## config.mk

```make
export PLATFORM = sky130hd
export DESIGN_NAME = peak_tracker
export DESIGN_NICKNAME = d
export VERILOG_FILES = /design/src/rtl/pt_pkg.sv /design/src/rtl/pt_peak_hold.sv /design/src/rtl/pt_axis_step.sv /design/src/rtl/peak_tracker.sv
export SDC_FILE = /design/constraint.sdc
export NUM_CORES = 1
export LEC_CHECK = 0
export BUFFER_PORTS_ARGS = -buffer_cell sky130_fd_sc_hd__buf_2
export CORE_UTILIZATION = 35
export CTS_CLUSTER_SIZE = 25
export DETAILED_ROUTE_END_ITERATION = 10
export PLACE_DENSITY = 0.54
export SLEW_MARGIN = 10
export SYNTH_ARGS = -nofsm -noshare
export SYNTH_HDL_FRONTEND = slang
export SYNTH_SLANG_ARGS = --single-unit
```

## constraint.sdc

```tcl
create_clock -name clk -period 6.4 [get_ports clk]
set_input_delay 0.64 -clock clk [delete_from_list [all_inputs] [get_ports clk]]
set_output_delay 0.64 -clock clk [all_outputs]
set_load 0.02 [all_outputs]
```

## src/rtl/pt_pkg.sv

```systemverilog
package pt_pkg;
  typedef enum logic {
    MODE_ACQ = 1'b0,
    MODE_TRK = 1'b1
  } pt_mode_e;
endpackage

```

## src/rtl/pt_peak_hold.sv

```systemverilog
module pt_peak_hold #(
  parameter int CW = 10,
  parameter int SW = 16
) (
  input  logic          clk,
  input  logic          rst_n,
  input  logic          start,
  input  logic          stop,
  input  logic          vld,
  input  logic [CW-1:0] x,
  input  logic [CW-1:0] y,
  input  logic [SW-1:0] score,
  output logic          have,
  output logic [CW-1:0] bx,
  output logic [CW-1:0] by,
  output logic [SW-1:0] bs
);
  logic          have_n;
  logic [CW-1:0] bx_n, by_n;
  logic [SW-1:0] bs_n;
  logic          take;

  // strict greater-than keeps the earliest of equal scores
  assign take = vld && (start || !have || (score > bs));

  always_comb begin
    have_n = have;
    bx_n   = bx;
    by_n   = by;
    bs_n   = bs;
    if (stop) begin
      have_n = 1'b0;
    end else if (take) begin
      have_n = 1'b1;
      bx_n   = x;
      by_n   = y;
      bs_n   = score;
    end else if (start) begin
      have_n = 1'b0;
    end
  end

  always_ff @(posedge clk or negedge rst_n) begin
    if (!rst_n) begin
      have <= 1'b0;
      bx   <= '0;
      by   <= '0;
      bs   <= '0;
    end else begin
      have <= have_n;
      bx   <= bx_n;
      by   <= by_n;
      bs   <= bs_n;
    end
  end
endmodule

```

## src/rtl/pt_axis_step.sv

```systemverilog
module pt_axis_step #(
  parameter int CW   = 10,
  parameter int HALF = 12,
  parameter int LO   = 3,
  parameter int HI   = 996
) (
  input  logic          acq,
  input  logic [CW-1:0] org,
  input  logic [CW-1:0] loc,
  output logic [CW-1:0] abs_o,
  output logic [CW-1:0] nxt_o
);
  localparam logic signed [CW+1:0] HALF_S = (CW+2)'(HALF);
  localparam logic signed [CW+1:0] LO_S   = (CW+2)'(LO);
  localparam logic signed [CW+1:0] HI_S   = (CW+2)'(HI);

  logic signed [CW+1:0] a_s, t_s;

  always_comb begin
    if (acq) a_s = $signed({2'b00, loc});
    else     a_s = $signed({2'b00, org} + {2'b00, loc});
    t_s   = a_s - HALF_S;
    abs_o = a_s[CW-1:0];
    if (t_s < LO_S)      nxt_o = LO_S[CW-1:0];
    else if (t_s > HI_S) nxt_o = HI_S[CW-1:0];
    else                 nxt_o = t_s[CW-1:0];
  end
endmodule

```

## src/rtl/peak_tracker.sv

```systemverilog
module peak_tracker
  import pt_pkg::*;
#(
  parameter int ARR    = 1024,
  parameter int WIN    = 25,
  parameter int MARGIN = 3,
  parameter int SW     = 16,
  localparam int CW    = $clog2(ARR)
) (
  input  logic          clk,
  input  logic          rst_n,
  input  logic          frm_start,
  input  logic          frm_end,
  input  logic          smp_valid,
  input  logic [CW-1:0] smp_x,
  input  logic [CW-1:0] smp_y,
  input  logic [SW-1:0] smp_score,
  input  logic          reacq,
  input  logic          thr_en,
  input  logic [SW-1:0] min_score,
  output logic [CW-1:0] win_x,
  output logic [CW-1:0] win_y,
  output logic [CW-1:0] pk_x,
  output logic [CW-1:0] pk_y,
  output logic [SW-1:0] pk_score,
  output logic          upd,
  output logic          tracking
);
  localparam int HALF   = WIN / 2;
  localparam int ORG_LO = MARGIN;
  localparam int ORG_HI = ARR - MARGIN - WIN;

  pt_mode_e      mode_q, mode_n;
  logic          have;
  logic [CW-1:0] bx, by;
  logic [SW-1:0] bs;
  logic [CW-1:0] org_q   [2];
  logic [CW-1:0] org_n   [2];
  logic [CW-1:0] loc     [2];
  logic [CW-1:0] abs_pk  [2];
  logic [CW-1:0] nxt_org [2];
  logic [CW-1:0] pk_q    [2];
  logic [CW-1:0] pk_n    [2];
  logic [SW-1:0] pks_n;
  logic          upd_n;
  logic          below;

  pt_peak_hold #(.CW(CW), .SW(SW)) u_hold (
    .clk   (clk),
    .rst_n (rst_n),
    .start (frm_start),
    .stop  (frm_end | reacq),
    .vld   (smp_valid),
    .x     (smp_x),
    .y     (smp_y),
    .score (smp_score),
    .have  (have),
    .bx    (bx),
    .by    (by),
    .bs    (bs)
  );

  assign loc[0] = bx;
  assign loc[1] = by;

  for (genvar g = 0; g < 2; g++) begin : g_axis
    pt_axis_step #(.CW(CW), .HALF(HALF), .LO(ORG_LO), .HI(ORG_HI)) u_step (
      .acq   (mode_q == MODE_ACQ),
      .org   (org_q[g]),
      .loc   (loc[g]),
      .abs_o (abs_pk[g]),
      .nxt_o (nxt_org[g])
    );
  end

  assign below = (mode_q == MODE_TRK) && thr_en && (bs < min_score);

  always_comb begin
    mode_n = mode_q;
    org_n  = org_q;
    pk_n   = pk_q;
    pks_n  = pk_score;
    upd_n  = 1'b0;
    if (reacq) begin
      mode_n = MODE_ACQ;
    end else if (frm_end && have) begin
      upd_n = 1'b1;
      pk_n  = abs_pk;
      pks_n = bs;
      if (below) begin
        mode_n = MODE_ACQ;
      end else begin
        mode_n = MODE_TRK;
        org_n  = nxt_org;
      end
    end
  end

  always_ff @(posedge clk or negedge rst_n) begin
    if (!rst_n) begin
      mode_q   <= MODE_ACQ;
      org_q[0] <= CW'(ORG_LO);
      org_q[1] <= CW'(ORG_LO);
      pk_q[0]  <= '0;
      pk_q[1]  <= '0;
      pk_score <= '0;
      upd      <= 1'b0;
    end else begin
      mode_q   <= mode_n;
      org_q    <= org_n;
      pk_q     <= pk_n;
      pk_score <= pks_n;
      upd      <= upd_n;
    end
  end

  assign win_x    = org_q[0];
  assign win_y    = org_q[1];
  assign pk_x     = pk_q[0];
  assign pk_y     = pk_q[1];
  assign tracking = (mode_q == MODE_TRK);
endmodule

```

# After elaboration in Yosys (flattened, before gate mapping)
# Index checks and enable logic that the tools add are counted.
# classes
add_sub_neg	4
n_lt_le_gt_ge	6
muxes	14
bitwise	4
n_reduce_logical	12
# op_table
operator	n
2-to-1 mux 10 bit	4
greater-than comparator 12 x 11 -> 1 bit (second input constant)	2
less-than comparator 12 x 3 -> 1 bit (second input constant)	2
2-to-1 mux 12 bit	2
subtractor 12 x 5 -> 12 bit (second input constant)	2
adder 10 x 10 -> 11 bit	2
greater-than comparator 16 bit	1
less-than comparator 16 bit	1
2-to-1 mux 1 bit	8
logical AND 1 bit	4
AND reduction 2 bit	2
inverter 1 bit	3
AND reduction 3 bit	1
nonzero test 3 bit	1
logical OR 1 bit	2
nonzero test 2 bit	1
logical NOT 1 bit	1
OR 1 bit	1
# totals
register_bits	95
in_bits	59
output_inout_bits	58

# Longest topological paths before layout
# Gate-level depths: netlist of run 1.
# depth
depth_word	6
mapped_depth	15
ltp_nobuf	15

# Cells and area by module
# Synthesis of run 1 repeated with hierarchy kept, for this count alone.
# unflattened
hier_cells	833
hier_area_um2	7473.4
# by_module_without_submodules
mod	n_inst	cells_per_inst	area_each_um2	seq_area_each_um2
peak_tracker	1	257	2673.8	1456.4
pt_peak_hold	1	294	2539.9	925.9
pt_axis_step (g_axis[0].u_step)	1	143	1137.3	0.0
pt_axis_step (g_axis[1].u_step)	1	139	1122.3	0.0

# Worst setup path before layout of run 1
# No wires, ideal clock.
# synth_path
path_kind	register to register
from	register org_q, in the netlist win_x[0]
to	register org_q, in the netlist win_x[2]
setup_ns	0.121
arrival_ns	3.785
setup_slack_ns	2.494
stages_incl_launch_ff	16
path_cell_list	dfstp_2 -> ha_1 -> inv_1 -> fa_1 -> nor2b_1 -> nor3_1 -> a21oi_1 -> inv_1 -> ha_1 -> nor4_1 -> and2_1 -> o2111ai_1 -> mux2_2 -> o22a_1 -> o41a_1 -> o22a_1
# synth_rtl
element	line	rtl
start: declaration	peak_tracker.sv:37	logic [CW-1:0] org_q [2];
start signal: assignment	peak_tracker.sv:110	org_q <= org_n;

==> impl_metrics.yaml, run 1 <==
clocking:
  cts.path.max_buffers: 2
  clk_pin_slew_ps: 80
  cts.sink_count: 95
  cts_resized: 0
  numCtsBuffers: 9
  cts_tree: "done"
  cts_root_buffer: "clkbuf_16"
  cts_setup_buffers: 0
  worstSkewPairLatency_ps: 360
  h-tree-depth: 3
  hold_buffers: 0
global_route:
  first_global_vias: 6287
  grt_max_degree: 73
  grt_pass1_wl_mm: 35.4
  overflow: 0
  grt_usage: 0.207
  antenna_found_initial: 3
pwr:
  powerDensity_nw_per_um2: 391
  netSwitchingFraction: 0.458
  power_mw: 3.25
  peakVddDrop_uv: 149
  internal_power_mw: 1.76
  p_comb_frac: 0.521
  p_switching_mw: 1.49
  p_leak_nw: 3.84
  p_seq_frac: 0.311
  clkPwrFrac: 0.168
placed_design:
  io_buffers: 116
  gp_congestion: 0.877
  hpwl_mm: 15.7
  placed_area_um2: 8030
  place_inst: 1182
detailed_routing:
  dr.first_iter.drc_count: 463
  drt-wirelength-per-cell_um: 18.0
  drc: 0
  ant_nets: 0
  vias: 6825
  via_per_inst: 5.70
  drt-total-wl_mm: 21.6
  first_pass_iters: 5
synth:
  synthSimpleGateAreaFrac: 0.216
  syn_area_per_cell_um2: 8.62
  netlist_area_um2: 7270
  syn_inst: 844
  yosys.area_share.xor_xnor: 0.0145
  synth_cell_type_count: 70
  ys.flop_type: "dfrtp_1"
  synth_mux_area_frac: 0.0222
  yosys_warnings: 0
  syn-num-nets: 962
  synth_seq_cells: 95
  synth_edf_count: 0
  synth_top_family_by_area: "compound AO/OA/AOI/OAI gates"
  synth_fa_ha_area_frac: 0.104
  synth_compound_area_frac: 0.253
  synthArstFlopShare: 1.00
  synth_seq_area_share: 0.328
setup_path:
  r2r-start: "win_x[0]$_DFFE_PN1P_"
  worstSetupEndpointType: "register"
  path_delay_family: "simple AND/OR/NAND/NOR gates"
  start_kind: "register"
  path_cells: "ha_1 -> inv_1 -> fa_1 -> nor2b_1 -> nor3_1 -> a21oi_1 -> inv_1 -> ha_1 -> nor4_1 -> and2_1 -> nand2_1 -> or3_1 -> o32a_1 -> o211ai_1 -> o22a_1"
  cpPeakStageDelay_ps: 560
  r2r_setup_slack_ps: 2010
  worstPathRequired_ps: 6700
  cp_slowest_cell: "dfstp_2"
  rr_worst_depth: 15
  arrival_ps: 4690
  worstReg2RegEnd: "win_x[2]$_DFFE_PN0P_"
  worst-path-buf-inv: 2
  path_class: "register to register"
  cp_max_fo: 6
sta:
  clock-skew-final_ps: 10.6
  setup_viol: 0
  rsz0062_at_grt: "false"
  slew_headroom: 0.218
  period_share: 0.686
  period_minus_slack_ps: 4390
  setup-tns-final_ps: 0
  maxSlewViolCount: 0
  max_freq_ghz: 0.228
  holdWs_ps: 283
  finalHoldViolations: 0
  worstMarginPinSlew_ps: 1170
final_layout:
  insertedDiodeCount: 0
  drive_gt1_frac: 0.188
  nets: 1041
  syn_to_final_growth_pct: 14.4
  design_area_um2: 8320
  instances_no_fill: 1198
die:
  ios: 117
  die_x_um: 146
  rows: 52
  core_um2: 20300
  dieHeight_um: 146
  start_util: 0.358
  die_area_um2: 21400
hold_path:
  hold_class: "primary input to async pin"
flow_run:
  maxCapViolCount: 0
run_status:
  status: "finished clean"
[cells in the mapped netlist (all sizes together) (4+ instances only)]
master | instances | area, um2
buf | 9 | 87.6
nand2 | 108 | 405
nand3b | 8 | 60.1
ha | 57 | 713
inv | 52 | 195
nand3 | 50 | 250
o21ai | 44 | 220
o21a | 11 | 82.6
nor2b | 11 | 68.8
nand2b | 7 | 43.8
a21o | 22 | 165
o211ai | 7 | 57.6
nor2 | 27 | 101
or2 | 5 | 31.3
a32o | 4 | 40.0
nand4 | 11 | 68.8
a21oi | 22 | 110
or4 | 36 | 270
mux2 | 9 | 101
dfstp | 4 | 105
nor3 | 8 | 40.0
or3 | 4 | 26.3
dfrtp | 91 | 2280
o2111ai | 8 | 70.1
a2bb2oi | 4 | 35.0
o311ai | 36 | 315
nor4 | 7 | 43.8
o31ai | 7 | 62.6
mux2i | 6 | 60.1
xnor2 | 9 | 78.8
a211oi | 9 | 72.6
and2 | 7 | 43.8
a22oi | 40 | 300
clkbuf | 48 | 180
a31oi | 8 | 50.1
and3 | 5 | 36.3
[metal layers]
metal | share of wire | routed length (um) | track usage | vias to the layer above
met3 | 0.062 | 1340 | 0.0481 | 20
li1 | - | - | - | 3351
met1 | 0.49 | 10600 | 0.301 | 3244
met5 | 0.0011 | 23 | 0 | -
met2 | 0.44 | 9470 | 0.315 | 206
met4 | 0.0088 | 191 | 0.0339 | 4
[final cells by class]
class	instances	area, um2
clock buffer	12	267
clock inverter	4	28.8
fill	2095	12000
inverter	52	195
multi-input combinational	640	4460
sequential	95	2380
tap	270	338
timing repair buffer	125	651
[cells in the final DEF, fill, tap and decap left out, types with 10 or more instances in the layout]
cell	synthesis	layout
or4_1	36	36
nand4_1	11	11
a22oi_1	40	40
o21a_1	11	11
nand2_1	108	108
o21ai_0	42	42
a21oi_1	22	21
o311ai_0	36	36
buf_4	0	10
nand3_1	50	50
ha_1	57	57
dfrtp_1	91	91
inv_1	52	52
buf_2	1	115
nor2b_1	11	10
a21o_1	22	22
nor2_1	27	25
[power by group through the flow]
stage	logic [mW]	clock network [mW]	registers [mW]
finish	1.69	0.547	1.01
detailed placement	1.68	0	1.02
global placement	1.68	0	1.02
floorplan	1.09	0	1.11
global route	1.89	0.585	1.04
CTS	1.69	0.565	1.01
[logic make-up (layout without fill, tap and decap cells)]
kind of cell / after synthesis / count (layout)
compound gates: 251 / 251
xor+xnor: 12 / 12
fa+ha+maj: 59 / 59
buf+inv: 109 / 193
flops: 95 / 95
mux: 15 / 15
simple gates: 303 / 303
[stage by stage]
step | util | setup WS (ps)
after floorplan | - | 2490
after global placement | 0.395 | 2230
after detailed placement | 0.395 | 2110
after CTS | 0.410 | 2080
after global routing | 0.410 | 1710
final | 0.410 | 2010
[flip-flops by register name, summed over array words and instances (netlist names)]
name / count
pk_score: 16
pk_x: 10
pk_y: 10
tracking: 1
u_hold.bs: 16
u_hold.bx: 10
u_hold.by: 10
u_hold.have: 1
upd: 1
win_x: 10
win_y: 10
[worst max-delay path by stage]
stage | from | to | slack, ps | depth (start not counted)
floorplan | win_x[0]$_DFFE_PN1P_ | win_x[2]$_DFFE_PN0P_ | 2490 | 15
global placement | win_x[0]$_DFFE_PN1P_ | win_x[3]$_DFFE_PN0P_ | 2230 | 15
detailed placement | win_x[0]$_DFFE_PN1P_ | win_x[3]$_DFFE_PN0P_ | 2110 | 15
CTS | win_x[0]$_DFFE_PN1P_ | win_x[2]$_DFFE_PN0P_ | 2080 | 15
global route | win_x[0]$_DFFE_PN1P_ | win_x[2]$_DFFE_PN0P_ | 1710 | 15
finish | win_x[0]$_DFFE_PN1P_ | win_x[2]$_DFFE_PN0P_ | 2010 | 15
[worst reg2reg max path, stage by stage, from the launching register on]
cell and delay, ps:
dfstp_2 560, ha_1 180, inv_1 60, fa_1 400
nor2b_1 210, nor3_1 100, a21oi_1 330, inv_1 120
ha_1 230, nor4_1 520, and2_1 270, nand2_1 160
or3_1 410, o32a_1 180, o211ai_1 400, o22a_1 210
(Power assumes the default switching activity.)
==> run 2, diff against run 1 <==
--- a/config.mk
+++ b/config.mk
@@ -9,7 +9,7 @@
 export CORE_UTILIZATION = 35
 export CTS_CLUSTER_SIZE = 25
 export DETAILED_ROUTE_END_ITERATION = 10
-export PLACE_DENSITY = 0.54
+export PLACE_DENSITY = 0.56
 export SLEW_MARGIN = 10
 export SYNTH_ARGS = -nofsm -noshare
 export SYNTH_HDL_FRONTEND = slang
==> constraint.sdc (replaced) <==
create_clock -name clk -period 3.7 [get_ports clk]
set_input_delay 0.37 -clock clk [delete_from_list [all_inputs] [get_ports clk]]
set_output_delay 0.37 -clock clk [all_outputs]
set_load 0.02 [all_outputs]
==> impl_metrics.yaml, run 2 (synthesis results as in run 1) <==
pwr:
  p_comb_frac: 0.530
  peakVddDrop_uv: 293
  p_leak_nw: 4.10
  clkPwrFrac: 0.181
  internal_power_mw: 3.39
  p_seq_frac: 0.289
  powerDensity_nw_per_um2: 685
  netSwitchingFraction: 0.439
  p_switching_mw: 2.65
detailed_routing:
  ant_nets: 0
  drt-total-wl_mm: 21.9
  met1Wirelength_mm: 11.1
  vias: 6987
  via_per_inst: 5.62
  dr_wl_met3_um: 981
  first_pass_iters: 4
  dr.max_layer_used: "met5"
  drt-wirelength-per-cell_um: 17.7
  drc: 0
  wl_met2_mm: 9.60
  dr.first_iter.drc_count: 446
final_layout:
  register_area_um2: 2380
  reg.largest.list: "pk_score (16), u_hold.bs (16)"
  drive_gt1_frac: 0.236
  final_cell_mix: "buf_2 (115), nand2_1 (107), dfrtp_1 (91)"
  multi_input_area_um2: 4560
  final_common_cell: "buf_2"
  nets: 1084
  syn_to_final_growth_pct: 21.3
  num-fill-cells: 2061
sta:
  setup_viol: 0
  clock-skew-final_ps: 8.15
  max_freq_ghz: 0.281
  finalHoldViolations: 0
  worstMarginPinSlew_ps: 829
  period_share: 0.960
  slew_headroom: 0.445
  period_minus_slack_ps: 3550
  setup-tns-final_ps: 0
  fin_ws_ps: 147
  maxSlewViolCount: 0
setup_path:
  r2r_setup_slack_ps: 150
  worstSetupEndpointType: "register"
  start_kind: "register"
  path_class: "register to register"
  worstPathRequired_ps: 3940
  cp_max_fo: 6
  arrival_ps: 3790
  worstReg2RegEnd: "win_x[3]$_DFFE_PN0P_"
  r2r-start: "win_x[0]$_DFFE_PN1P_"
  rr_worst_depth: 17
placed_design:
  gp_congestion: 0.826
  post-place-ws_ps: 47.7
  hpwl_mm: 16.2
  io_buffers: 116
clocking:
  worstSkewPairLatency_ps: 350
  cts.sink_count: 95
  numCtsBuffers: 9
  cts_tree: "done"
  cts.path.max_buffers: 2
  hold_buffers: 0
  h-tree-depth: 3
  cts_root_buffer: "clkbuf_16"
  clk_pin_slew_ps: 70
global_route:
  grt_usage: 0.208
  first_global_vias: 6667
  overflow: 0
  antenna_found_initial: 3
  grt_max_degree: 52
  grt_pass1_wl_mm: 35.8
die:
  start_util: 0.358
  ios: 117
  rows: 52
  core_um2: 20300
  die_x_um: 146
  die_area_um2: 21400
  dieHeight_um: 146
flow_run:
  maxCapViolCount: 0
hold_path:
  hold_class: "primary input to async pin"
run_status:
  status: "finished clean"
-- run 2: cell count changes in the layout (fill, tap and decap cells not counted), moves of 2 or more --
cell,before,now
clkbuf_8,3,0
ha_1,57,54
ha_4,0,3
nor4_1,7,5
nor3b_2,0,2
buf_12,0,3
diode_2,0,2
buf_4,10,50
clkinvlp_4,2,0
nor3b_1,3,1
bufinv_16,0,3
-- run 2: worst max-delay path by stage --
stage                              from                    to  slack, ps  cells past startpoint
5_1_grt            win_x[0]$_DFFE_PN1P_  win_x[2]$_DFFE_PN0P_        -20                     17
3_3_place_gp   u_hold.bx[1]$_DFFE_PN0P_  win_x[3]$_DFFE_PN0P_        100                     17
3_5_place_dp       win_x[0]$_DFFE_PN1P_  win_x[3]$_DFFE_PN0P_         50                     17
4_1_cts            win_x[0]$_DFFE_PN1P_  win_x[3]$_DFFE_PN0P_         10                     17
2_1_floorplan      win_x[0]$_DFFE_PN1P_  win_x[2]$_DFFE_PN0P_        0.9                     15
6_report           win_x[0]$_DFFE_PN1P_  win_x[3]$_DFFE_PN0P_        150                     17
-- run 2: power groups by stage --
| stage | sequential [mW] | combinational, mW | clock, mW |
|---|---|---|---|
| after global placement | 1.75 | 3.03 | 0 |
| after detailed placement | 1.76 | 3.05 | 0 |
| after CTS | 1.74 | 3.07 | 1.12 |
| after global routing | 1.80 | 3.56 | 1.16 |
| after floorplan | 1.93 | 1.89 | 0 |
| final | 1.75 | 3.20 | 1.09 |
-- run 2: metrics by stage --
stage,util,instance area [um2],total power [mW],hold slack [ps],instances
after CTS,0.427,8660,5.92,73.6,1232
after global placement,0.410,8320,4.78,456,1216
after floorplan,-,7280,3.81,74.4,844
after detailed placement,0.410,8320,4.81,460,1216
final,0.435,8830,6.04,51.1,1243
after global routing,0.435,8820,6.51,107,1241
-- run 2: layout make-up --
class                           count  share of cell area
Tap cell                          270              0.0383
Multi-Input combinational cell    640               0.516
Sequential cell                    95               0.270
Clock inverter                      6              0.0123
Inverter                           52              0.0221
Timing Repair Buffer              168               0.115
Clock buffer                       10              0.0259
Antenna cell                        2            0.000567
-- run 2: worst max-delay path, cell delays in order, from the launching register on --
cell	delay, ps
dfstp_2	570
ha_4	140
inv_1	50
fa_2	350
nor2b_2	140
nor3_1	70
a21oi_1	170
inv_1	110
ha_4	180
nor4_4	270
and2_4	190
buf_4	120
nand2_4	70
or3_1	360
o32a_1	190
o211ai_1	200
buf_4	160
o31ai_1	80
-- run 2: metal layers --
metal	vias to the layer above	track usage
met5	-	0
met4	2	0.0505
met3	18	0.0359
met2	179	0.320
met1	3334	0.300
li1	3454	-
-- run 2: timing repair --
item	4_1_cts	5_1_grt
buffers inserted	0	9
setup endpoints to repair	0	16
resized for setup	0	16
hold endpoints to repair	0	0
==> run 3, diff against run 2 <==
--- a/config.mk
+++ b/config.mk
@@ -6,10 +6,13 @@
 export NUM_CORES = 1
 export LEC_CHECK = 0
 export BUFFER_PORTS_ARGS = -buffer_cell sky130_fd_sc_hd__buf_2
+export CELL_PAD_IN_SITES_DETAIL_PLACEMENT = 1
+export CELL_PAD_IN_SITES_GLOBAL_PLACEMENT = 1
+export CORE_ASPECT_RATIO = 0.8
 export CORE_UTILIZATION = 35
 export CTS_CLUSTER_SIZE = 25
 export DETAILED_ROUTE_END_ITERATION = 10
-export PLACE_DENSITY = 0.56
+export PLACE_DENSITY = 0.7
 export SLEW_MARGIN = 10
 export SYNTH_ARGS = -nofsm -noshare
 export SYNTH_HDL_FRONTEND = slang
==> impl_metrics.yaml, run 3 (synthesis results as in run 1) <==
clocking:
  numCtsBuffers: 9
  worstSkewPairLatency_ps: 360
  cts_tree: "done"
  cts.sink_count: 95
  cts.path.max_buffers: 2
  cts_root_buffer: "clkbuf_16"
  clk_pin_slew_ps: 70
  h-tree-depth: 3
detailed_routing:
  ant_nets: 0
  drt-wirelength-per-cell_um: 20.1
  dr.first_iter.drc_count: 548
  via_per_inst: 5.84
  vias: 7202
  drc: 0
  first_pass_iters: 5
  drt-total-wl_mm: 24.8
flow_run:
  maxCapViolCount: 0
sta:
  period_share: 0.973
  maxSlewViolCount: 0
  clock-skew-final_ps: 11.5
  slew_headroom: 0.413
  max_freq_ghz: 0.278
  worstMarginPinSlew_ps: 879
  finalHoldViolations: 0
  setup_viol: 0
  period_minus_slack_ps: 3600
final_layout:
  final_common_cell: "buf_2"
  insertedDiodeCount: 0
  instances_no_fill: 1234
  syn_to_final_growth_pct: 21.1
  drive_gt1_frac: 0.238
  reg.largest.list: "pk_score (16), u_hold.bs (16)"
  utilization: 0.439
  nets: 1083
  final_cell_mix: "buf_2 (115), nand2_1 (107), dfrtp_1 (91)"
die:
  dieHeight_um: 131
  die_x_um: 163
  ios: 117
  core_um2: 20100
  start_util: 0.362
  rows: 46
  die_area_um2: 21400
setup_path:
  arrival_ps: 3850
  path_delay_family: "compound AO/OA/AOI/OAI gates"
  cp_slowest_cell: "dfstp_2"
  worst-path-buf-inv: 1
  worstSetupEndpointType: "register"
  crit_top_cell: "o22a_1"
  cpPeakStageDelay_ps: 560
  cp_max_fo: 4
  start_kind: "register"
  worstPathRequired_ps: 3950
  path_class: "register to register"
  path_cells: "ha_1 -> a211oi_2 -> o21bai_1 -> nor2b_1 -> mux2i_1 -> inv_1 -> ha_2 -> nor4_4 -> and2_4 -> o2111ai_1 -> mux2_2 -> o22a_1 -> o41a_1 -> o22a_1"
hold_path:
  hold_class: "primary input to async pin"
placed_design:
  place_inst: 1209
  io_buffers: 116
  gp_congestion: 0.859
  hpwl_mm: 17.8
pwr:
  p_leak_nw: 4.10
  peakVddDrop_uv: 393
  powerDensity_nw_per_um2: 705
global_route:
  grt_usage: 0.235
  overflow: 0
  first_global_vias: 7134
  grt_max_degree: 57
  antenna_found_initial: 1
  grt_pass1_wl_mm: 39.2
run_status:
  status: "finished clean"
-- run 3: changes by cell type in the layout (fill, tap and decap cells not counted), sizes merged --
cell,delta
buf,-1
clkbuf,-1
clkinv,-1
clkinvlp,+1
diode,-2
inv,+1
-- run 3: area by class of cell --
cell class	count	area, um2
fill	2365	11300
tap	264	330
inverter	52	195
timing repair buffer	167	1000
sequential	95	2380
clock buffer	9	225
multi-input combinational	640	4550
clock inverter	7	120
-- run 3: final timing paths --
kind,from,end,cells past startpoint,slack [ps]
setup / recovery,win_x[1]$_DFFE_PN1P_,win_x[2]$_DFFE_PN0P_,14,100
hold / removal,rst_n,u_hold.bs[2]$_DFFE_PN0P_,1,80
setup reg to reg,win_x[1]$_DFFE_PN1P_,win_x[2]$_DFFE_PN0P_,14,100
hold reg to reg,pk_score[0]$_DFFE_PN0P_,pk_score[0]$_DFFE_PN0P_,2,480
max in group asynchronous,rst_n,win_y[1]$_DFFE_PN1P_,2,2720
min in group clk,reacq,tracking$_DFFE_PN0P_,2,220
-- run 3: what timing repair did --
action                                  in CTS  in global routing
resized for setup                            4                 13
hold buffers                                 0                  0
pin swaps                                    2                  6
endpoints found under the setup margin       2                 18
setup buffers                                5                  4
-- run 3: per-layer routing --
layer	GRT usage	vias up	share of wire
met5	0	-	0.00040
met4	0.0572	2	0.015
met3	0.0388	25	0.045
met2	0.368	162	0.45
met1	0.335	3571	0.49
li1	-	3442	-
-- run 3: where the power goes --
group          leakage [nW]  total (mW)  switching, mW  internal [mW]
Sequential             1.17        1.74          0.350           1.39
Combinational          2.76        3.35           2.01           1.34
Clock                 0.166        1.12          0.452          0.664
-- run 3: per-stage QoR --
stage               area, um2  setup WS, ps  TNS (ps)  power [mW]  hold WS (ps)
finish                   8810          99.2         0        6.21          78.3
global route             8810         -71.8      -141        6.66           139
CTS                      8710          23.8         0        6.11           123
detailed placement       8310         -9.38     -9.38        4.91           465
global placement         8310          69.2         0        4.82           455
floorplan                7280         0.864         0        3.81          74.4
